**src/rtl/wdt_guard_pkg.sv**
```systemverilog
package wdt_guard_pkg;

    typedef enum logic [1:0] {
        REG_CTRL  = 2'd0,
        REG_START = 2'd1,
        REG_PROT  = 2'd2,
        REG_MODE  = 2'd3
    } wdt_reg_e;

    localparam int BIT_SLOW   = 7;
    localparam int BIT_UNLOCK = 0;
    localparam int BIT_RSTSEL = 0;
    localparam int BIT_OSC    = 1;
    localparam int BIT_STOP   = 2;

    typedef struct packed {
        logic slow_div;
        logic unlock;
        logic rst_on_uf;
        logic osc_src;
    } wdt_cfg_t;

    function automatic logic [7:0] ctrl_view(input logic slow, input logic [4:0] hi);
        return {slow, 2'b00, hi};
    endfunction

    function automatic logic [7:0] mode_view(input wdt_cfg_t c);
        return {5'b0, 1'b0, c.osc_src, c.rst_on_uf};
    endfunction

endpackage

```
**src/rtl/wdt_regs.sv**
```systemverilog
module wdt_regs
    import wdt_guard_pkg::*;
(
    input  logic       clk,
    input  logic       rst,
    input  logic       bus_wr,
    input  logic [1:0] bus_addr,
    input  logic [7:0] bus_wdata,
    input  logic [4:0] cnt_hi,
    output logic [7:0] bus_rdata,
    output wdt_cfg_t   cfg,
    output logic       start_pulse,
    output logic       stop_req
);
    wdt_reg_e sel;
    assign sel = wdt_reg_e'(bus_addr);

    always_ff @(posedge clk) begin
        if (rst) begin
            cfg      <= '0;
            stop_req <= 1'b0;
        end else begin
            stop_req <= 1'b0;
            if (bus_wr) begin
                case (sel)
                    REG_CTRL: cfg.slow_div <= bus_wdata[BIT_SLOW];
                    REG_PROT: cfg.unlock   <= bus_wdata[BIT_UNLOCK];
                    REG_MODE: if (cfg.unlock) begin
                        cfg.rst_on_uf <= cfg.rst_on_uf | bus_wdata[BIT_RSTSEL];
                        cfg.osc_src   <= cfg.osc_src | bus_wdata[BIT_OSC];
                        stop_req      <= bus_wdata[BIT_STOP] & ~cfg.osc_src
                                         & ~bus_wdata[BIT_OSC];
                    end
                    default: ;
                endcase
            end
        end
    end

    assign start_pulse = bus_wr && (sel == REG_START);

    always_comb begin
        case (sel)
            REG_CTRL: bus_rdata = ctrl_view(cfg.slow_div, cnt_hi);
            REG_PROT: bus_rdata = {7'b0, cfg.unlock};
            REG_MODE: bus_rdata = mode_view(cfg);
            default:  bus_rdata = 8'h00;
        endcase
    end
endmodule

```
**src/rtl/wdt_prescaler.sv**
```systemverilog
module wdt_prescaler #(
    parameter int LO_LOG2 = 4,
    parameter int HI_LOG2 = 7
) (
    input  logic clk,
    input  logic rst,
    input  logic clear,
    input  logic advance,
    input  logic slow,
    output logic tick
);
    localparam int PW = (HI_LOG2 > LO_LOG2) ? HI_LOG2 : LO_LOG2;
    localparam logic [PW-1:0] LIM_LO = PW'((1 << LO_LOG2) - 1);
    localparam logic [PW-1:0] LIM_HI = PW'((1 << HI_LOG2) - 1);

    logic [PW-1:0] pre_q;
    logic [PW-1:0] lim;
    logic          wrap;

    assign lim  = slow ? LIM_HI : LIM_LO;
    assign wrap = (pre_q >= lim);
    assign tick = advance && wrap;

    always_ff @(posedge clk) begin
        if (rst || clear)
            pre_q <= '0;
        else if (advance)
            pre_q <= wrap ? '0 : pre_q + 1'b1;
    end
endmodule

```
**src/rtl/wdt_counter.sv**
```systemverilog
module wdt_counter #(
    parameter int CNT_W = 15
) (
    input  logic             clk,
    input  logic             rst,
    input  logic             start,
    input  logic             tick,
    input  logic             to_reset,
    output logic [CNT_W-1:0] count,
    output logic             running,
    output logic             irq_q,
    output logic             rst_q
);
    localparam logic [CNT_W-1:0] FULL = '1;

    always_ff @(posedge clk) begin
        if (rst) begin
            count   <= FULL;
            running <= 1'b0;
            irq_q   <= 1'b0;
            rst_q   <= 1'b0;
        end else begin
            irq_q <= 1'b0;
            rst_q <= 1'b0;
            if (start) begin
                count   <= FULL;
                running <= 1'b1;
            end else if (running && tick) begin
                if (count == '0) begin
                    count <= FULL;
                    irq_q <= ~to_reset;
                    rst_q <= to_reset;
                end else begin
                    count <= count - 1'b1;
                end
            end
        end
    end
endmodule

```
**src/rtl/wdt_guard.sv**
```systemverilog
module wdt_guard
    import wdt_guard_pkg::*;
#(
    parameter int CNT_W       = 15,
    parameter int PRE_LO_LOG2 = 4,
    parameter int PRE_HI_LOG2 = 7
) (
    input  logic       clk,
    input  logic       rst,
    input  logic       sys_tick,
    input  logic       osc_tick,
    input  logic       wait_mode,
    input  logic       bus_wr,
    input  logic [1:0] bus_addr,
    input  logic [7:0] bus_wdata,
    output logic [7:0] bus_rdata,
    output logic       stop_req,
    output logic       wdt_irq,
    output logic       wdt_rst
);
    wdt_cfg_t         cfg_q;
    logic             start_pulse;
    logic [CNT_W-1:0] cnt_q;
    logic             running;
    logic             pre_adv;
    logic             pre_tick;
    logic             cnt_tick;

    wdt_regs regs_i (
        .clk         (clk),
        .rst         (rst),
        .bus_wr      (bus_wr),
        .bus_addr    (bus_addr),
        .bus_wdata   (bus_wdata),
        .cnt_hi      (cnt_q[CNT_W-1 -: 5]),
        .bus_rdata   (bus_rdata),
        .cfg         (cfg_q),
        .start_pulse (start_pulse),
        .stop_req    (stop_req)
    );

    assign pre_adv = running && sys_tick && !wait_mode && !cfg_q.osc_src;

    wdt_prescaler #(.LO_LOG2(PRE_LO_LOG2), .HI_LOG2(PRE_HI_LOG2)) pre_i (
        .clk     (clk),
        .rst     (rst),
        .clear   (start_pulse),
        .advance (pre_adv),
        .slow    (cfg_q.slow_div),
        .tick    (pre_tick)
    );

    assign cnt_tick = cfg_q.osc_src ? osc_tick : pre_tick;

    wdt_counter #(.CNT_W(CNT_W)) cnt_i (
        .clk      (clk),
        .rst      (rst),
        .start    (start_pulse),
        .tick     (cnt_tick),
        .to_reset (cfg_q.rst_on_uf),
        .count    (cnt_q),
        .running  (running),
        .irq_q    (wdt_irq),
        .rst_q    (wdt_rst)
    );
endmodule

```
**config.mk**
```make
export PLATFORM = sky130hd
export DESIGN_NAME = wdt_guard
export DESIGN_NICKNAME = d
export VERILOG_FILES = /design/src/rtl/wdt_guard_pkg.sv /design/src/rtl/wdt_regs.sv /design/src/rtl/wdt_prescaler.sv /design/src/rtl/wdt_counter.sv /design/src/rtl/wdt_guard.sv
export SDC_FILE = /design/constraint.sdc
export NUM_CORES = 1
export LEC_CHECK = 0
export BUFFER_PORTS_ARGS = -buffer_cell sky130_fd_sc_hd__buf_4
export CAP_MARGIN = 5
export CORE_UTILIZATION = 59
export DETAILED_ROUTE_END_ITERATION = 10
export PLACE_DENSITY_LB_ADDON = 0.08
export SLEW_MARGIN = 25
export SYNTH_ARGS = -nofsm -noshare
export SYNTH_HDL_FRONTEND = slang
export SYNTH_SLANG_ARGS = --single-unit
```
**constraint.sdc**
```tcl
create_clock -name clk -period 3.5 [get_ports clk]
set_clock_uncertainty 0.05 [all_clocks]
set_input_delay 0.35 -clock clk [delete_from_list [all_inputs] [get_ports clk]]
set_output_delay 0.35 -clock clk [all_outputs]
set_load 0.005 [all_outputs]
```
=== Word level (Yosys, flattened, before mapping) ===
Index checks and enable logic that the tools add are counted.

* Logic and storage cells: 50
* Memories: 0
* Latch bits: 0
* Memory bits (writable): 0
* Register bits: 30
* Input port bits: 16
* ROM bits: 0

* Reductions and logical operators: 17
* Mux-type cells: 5
* Bitwise gates (word level): 12
* $lt $le $gt $ge: 1
* Divide/modulo/power cells: 0
* Eq/ne operators: 3
* Shifts and indexed selects: 0
* Multiply operators: 0
* $add $sub $neg: 2

{| class="wikitable"
|+ Operators with widths
! operator !! count
|-
| 8-bit one-hot mux with 3 select lines || 1
|-
| 15-bit zero test || 1
|-
| 15-bit 2-to-1 mux || 1
|-
| 15-bit by 1-bit subtractor with 15-bit output, second input constant || 1
|-
| 7-bit 2-to-1 mux || 2
|-
| 1-bit inverter || 8
|-
| 4-bit OR reduction || 2
|-
| 7-bit by 1-bit adder with 7-bit output, second input constant || 1
|-
| 7-bit >= comparator || 1
|-
| 1-bit logical AND || 6
|-
| 2-bit equality test, second input constant || 2
|-
| 2-bit AND reduction || 2
|-
| 3-bit AND reduction || 1
|-
| 1-bit AND || 2
|-
| 2-bit by 1-bit equality test with 1-bit output, second input constant || 1
|-
| 1-bit zero test || 2
|-
| 2-bit zero test || 1
|-
| 1-bit OR || 2
|-
| 2-bit OR reduction || 1
|-
| 1-bit logical OR || 1
|-
| 1-bit 2-to-1 mux || 1
|}

=== Depth between registers and ports, before layout ===
* Depth in word-level cells: 8
* Depth in mapped cells: 9
* Gate-level depth less buffers: 7

=== By module ===
A second synthesis with hierarchy kept.

* Cell total of the unflattened synthesis: 174
* Area total of the unflattened synthesis: 1579.0 µm²

{| class="wikitable"
|+ By module, submodules not included
! module !! times used !! cells an instance !! area an instance (µm²)
|-
| wdt_counter || 1 || 91 || 828.3
|-
| wdt_prescaler || 1 || 45 || 409.1
|-
| wdt_regs || 1 || 36 || 314.1
|-
| wdt_guard || 1 || 2 || 27.5
|}

=== Worst setup path after synthesis ===
OpenSTA, ideal clock, no wires.

* Path type: register to register
* Start point: reg cnt_i.count[0]
* End point: reg cnt_i.count[0]
* Arrival: 2.076 ns
* Setup slack: 1.305 ns
* Data required time: 3.381 ns
* Buffers on the path: 1
* Library setup time: 0.069 ns
* Stages on the path, launching flop included: 8
* Path through: dfxtp_1 inv_1 ha_1 or4b_4 or4b_1 buf_2 and3_1 o21ai_1

* Word-level cells in the longest chain between the ends: 2
* Elaborated cells on any way between the ends: 3
* Classes of those cells: 1 x add/sub; 1 x mux; 1 x reduce/logical

{| class="wikitable"
|+ Ends and longest elaborated chain
! element !! line !! source
|-
| start, declared || wdt_counter.sv:9 || <nowiki>output logic [CNT_W-1:0] count,</nowiki>
|-
| start signal, assigned || wdt_counter.sv:34 || <nowiki>count <= count - 1'b1;</nowiki>
|-
| 15-bit by 1-bit subtractor with 15-bit output or 15-bit zero test (tied branches) || wdt_counter.sv:34, wdt_counter.sv:29 ||
|-
| 15-bit 2-to-1 mux (*) || wdt_counter.sv:29 || <nowiki>if (count == '0) begin</nowiki>
|}

Every way passes the cells marked *; elsewhere a longest branch is shown, timed or not.
A chain may end at the register's enable or synchronous reset.

=== Worst setup path after layout ===
* Start point: reg cnt_i.count[0]
* End point: reg cnt_i.count[5]

Same word-level chain as after synthesis.

==> results.cfg <==
[run_status]
outcome = complete, no violations

[synthesis]
synth_cells = 193
synth_cell_types = 47
ys_warn_count = 0
synth_top_area_share_pct = 38.25
synthFlopType = dfxtp_1
synth_area_um2 = 1570
synth.avg_cell_area_um2 = 8.136
synth_edf_count = 0
seq_area_frac_synth_pct = 38.25
ys_seq_elements = 30
synth_area_leaders = dfxtp_1, nor2_1, a21oi_1
yosysTopAreaCell = dfxtp_1
ys_async_sr_fraction_pct = 0

[power_and_ir_drop]
combPwrFrac_pct = 6.8
clkPwrFrac_pct = 35.7
p_leak_nw = 0.7317
vdd_drop_max_uv = 350.9
pwr-share-seq_pct = 57.5
p_int_mw = 0.4593
p_sw_mw = 0.1391
p_sw_share_pct = 23.25
powerDensity_nw_per_um2 = 335.6

[finish]
drive_gt1_share_pct = 16.04
syn_to_final_growth_pct = 13.55
layout_common_cells = dfxtp_1, nor2_1, buf_4
final_cells = 242
final_common_cell = dfxtp_1
nets = 232
register_area_um2 = 600.6
multi_input_area_um2 = 900.9
diodes = 0
stdcell_area_um2 = 1783
fillers = 203

[grt]
grt_pass1_wl_um = 5609
met2_usage_pct = 46.04
grt.met3_usage_pct = 6.215
grt-busiest-layer = met2
grt_antenna_before_repair = 0
gr-usage-met1_pct = 32.24
grt_overflow_total = 0
grt_usage_pct = 26.73
grt_max_degree = 20
grt_pass1_vias = 1317

[route]
routed_wl_um = 3404
routed_via_density = 6.070
ant_nets = 0
wire_per_inst_um = 14.07
dr.pass1.iters = 4
route.detailed.drc = 0
drt_iter0_markers = 28
via_count = 1469

[placement]
place.gp.congestion = 0.7979
place_hpwl_um = 2427
io_buffers = 20
post_dp_cell_area_um2 = 1723
post-place-cells = 234

[clock_network]
tritoncts = built
cts_root_buf = clkbuf_4
cts_sinks = 30
h-tree-depth = 2
cts_buffer_depth = 2
numCtsBuffers = 5
cts_resized = 0
cts-hold-fix-buffers = 0
cts_setup_buffers = 0
clkTransAtPathRegs_ns = 0.10
clk_latency_ns = 0.32

[timing]
max_clock_freq_mhz = 411.3
relSlewSlack_pct = 43.29
finalHoldViolCount = 0
worstMarginPinSlew_ns = 0.8507
rsz0062_at_grt = no
setup_viol = 0
hold_slack_ns = 0.1888
finalCriticalPeriod_ns = 2.431
setup_tns_ns = 0
slew_violations = 0
post-route-period-util_pct = 69.46

[worst_setup_path]
critPathLaunchType = register
cp.arrival_ns = 2.63
critPathMaxFanout = 11
worstSetupPathType = reg2reg
critical_path_required_ns = 3.70
end_kind = register
worstRegToRegCells = 6

[floorplanning]
initial_core_util_pct = 62.81
rows = 18
fp.dieH_um = 53.59
die_x_um = 53.59
core-area_um2 = 2500
ios = 27
die_area_um2 = 2872

[worst_hold_path]
hold_path_class = in2reg
whs_path_depth = 2

[job]
drv_cap = 0
==> area by class of cell <==
class,count,area share (%)
sequential,30,33.68
tap,30,2.105
clock inverter,1,0.2807
multi-input combinational,147,50.53
inverter,5,1.053
clock buffer,7,3.088
timing repair buffer,22,9.263
==> path summary, 6_finish.rpt <==
| path | slack (ns) | start | endpoint |
|---|---|---|---|
| max reg2reg | 1.07 | cnt_i.count[0] | cnt_i.count[5] |
| min | 0.19 | rst | cnt_i.running |
| min reg2reg | 0.42 | regs_i.cfg[3] | regs_i.cfg[3] |
| max | 1.07 | cnt_i.count[0] | cnt_i.count[5] |
==> synth_stat cells (all sizes together), types with 3 or more instances <==
master  instances
dfxtp          30
nor2           26
nand2          17
a21oi          13
nand3          11
o21ai           9
clkbuf          8
or4             7
nor3            6
ha              5
inv             5
o31ai           5
or3             5
buf             4
nand4           4
mux2i           3
xor2            3
==> through the flow <==
step	setup WS, ns	utilization [%]	power (mW)
3_5_place_dp	1.097	68.92	0.3922
5_1_grt	0.8848	71.32	0.6221
6_report	1.069	71.32	0.5984
4_1_cts	1.070	71.32	0.6005
3_3_place_gp	1.123	68.92	0.3905
2_1_floorplan	1.305	-	0.3734
==> flip-flops by register name (all words and copies together), names as in the netlist <==
signal,count
cnt_i.count,15
regs_i.stop_req,1
pre_i.pre_q,7
regs_i.cfg,4
cnt_i.running,1
cnt_i.rst_q,1
cnt_i.irq_q,1
==> critical path, stage by stage (launching register included) <==
cell and delay [ns]:
dfxtp_1 0.35, inv_1 0.12, ha_1 0.22, or4b_4 0.52, or4b_1 0.74, nor3b_1 0.22
o21ai_1 0.16
==> routing by layer <==
metal	routed length, µm	up-vias
met5	0	-
met4	43	0
met3	169	7
met2	1663	38
met1	1527	693
li1	-	731
==> logic make-up after synthesis <==
family,count (synthesis),synth area share [%]
adders and majority gates,5,3.984
AOI/OAI and AO/OA,36,13.87
other,1,0.2388
DFF,30,38.25
buffers and inverters,17,4.621
xor gates and xnor gates,5,2.789
muxes,3,1.912
and+or+nand+nor,96,34.34
==> power groups by stage <==
stage | sequential, mW | combinational [mW] | clock (mW)
6_report | 0.344 | 0.0404 | 0.214
3_5_place_dp | 0.352 | 0.0401 | 0
3_3_place_gp | 0.352 | 0.0386 | 0
2_1_floorplan | 0.352 | 0.0217 | 0
4_1_cts | 0.344 | 0.0404 | 0.216
5_1_grt | 0.344 | 0.0445 | 0.233
Note: power is estimated with default switching activity, not from simulation.
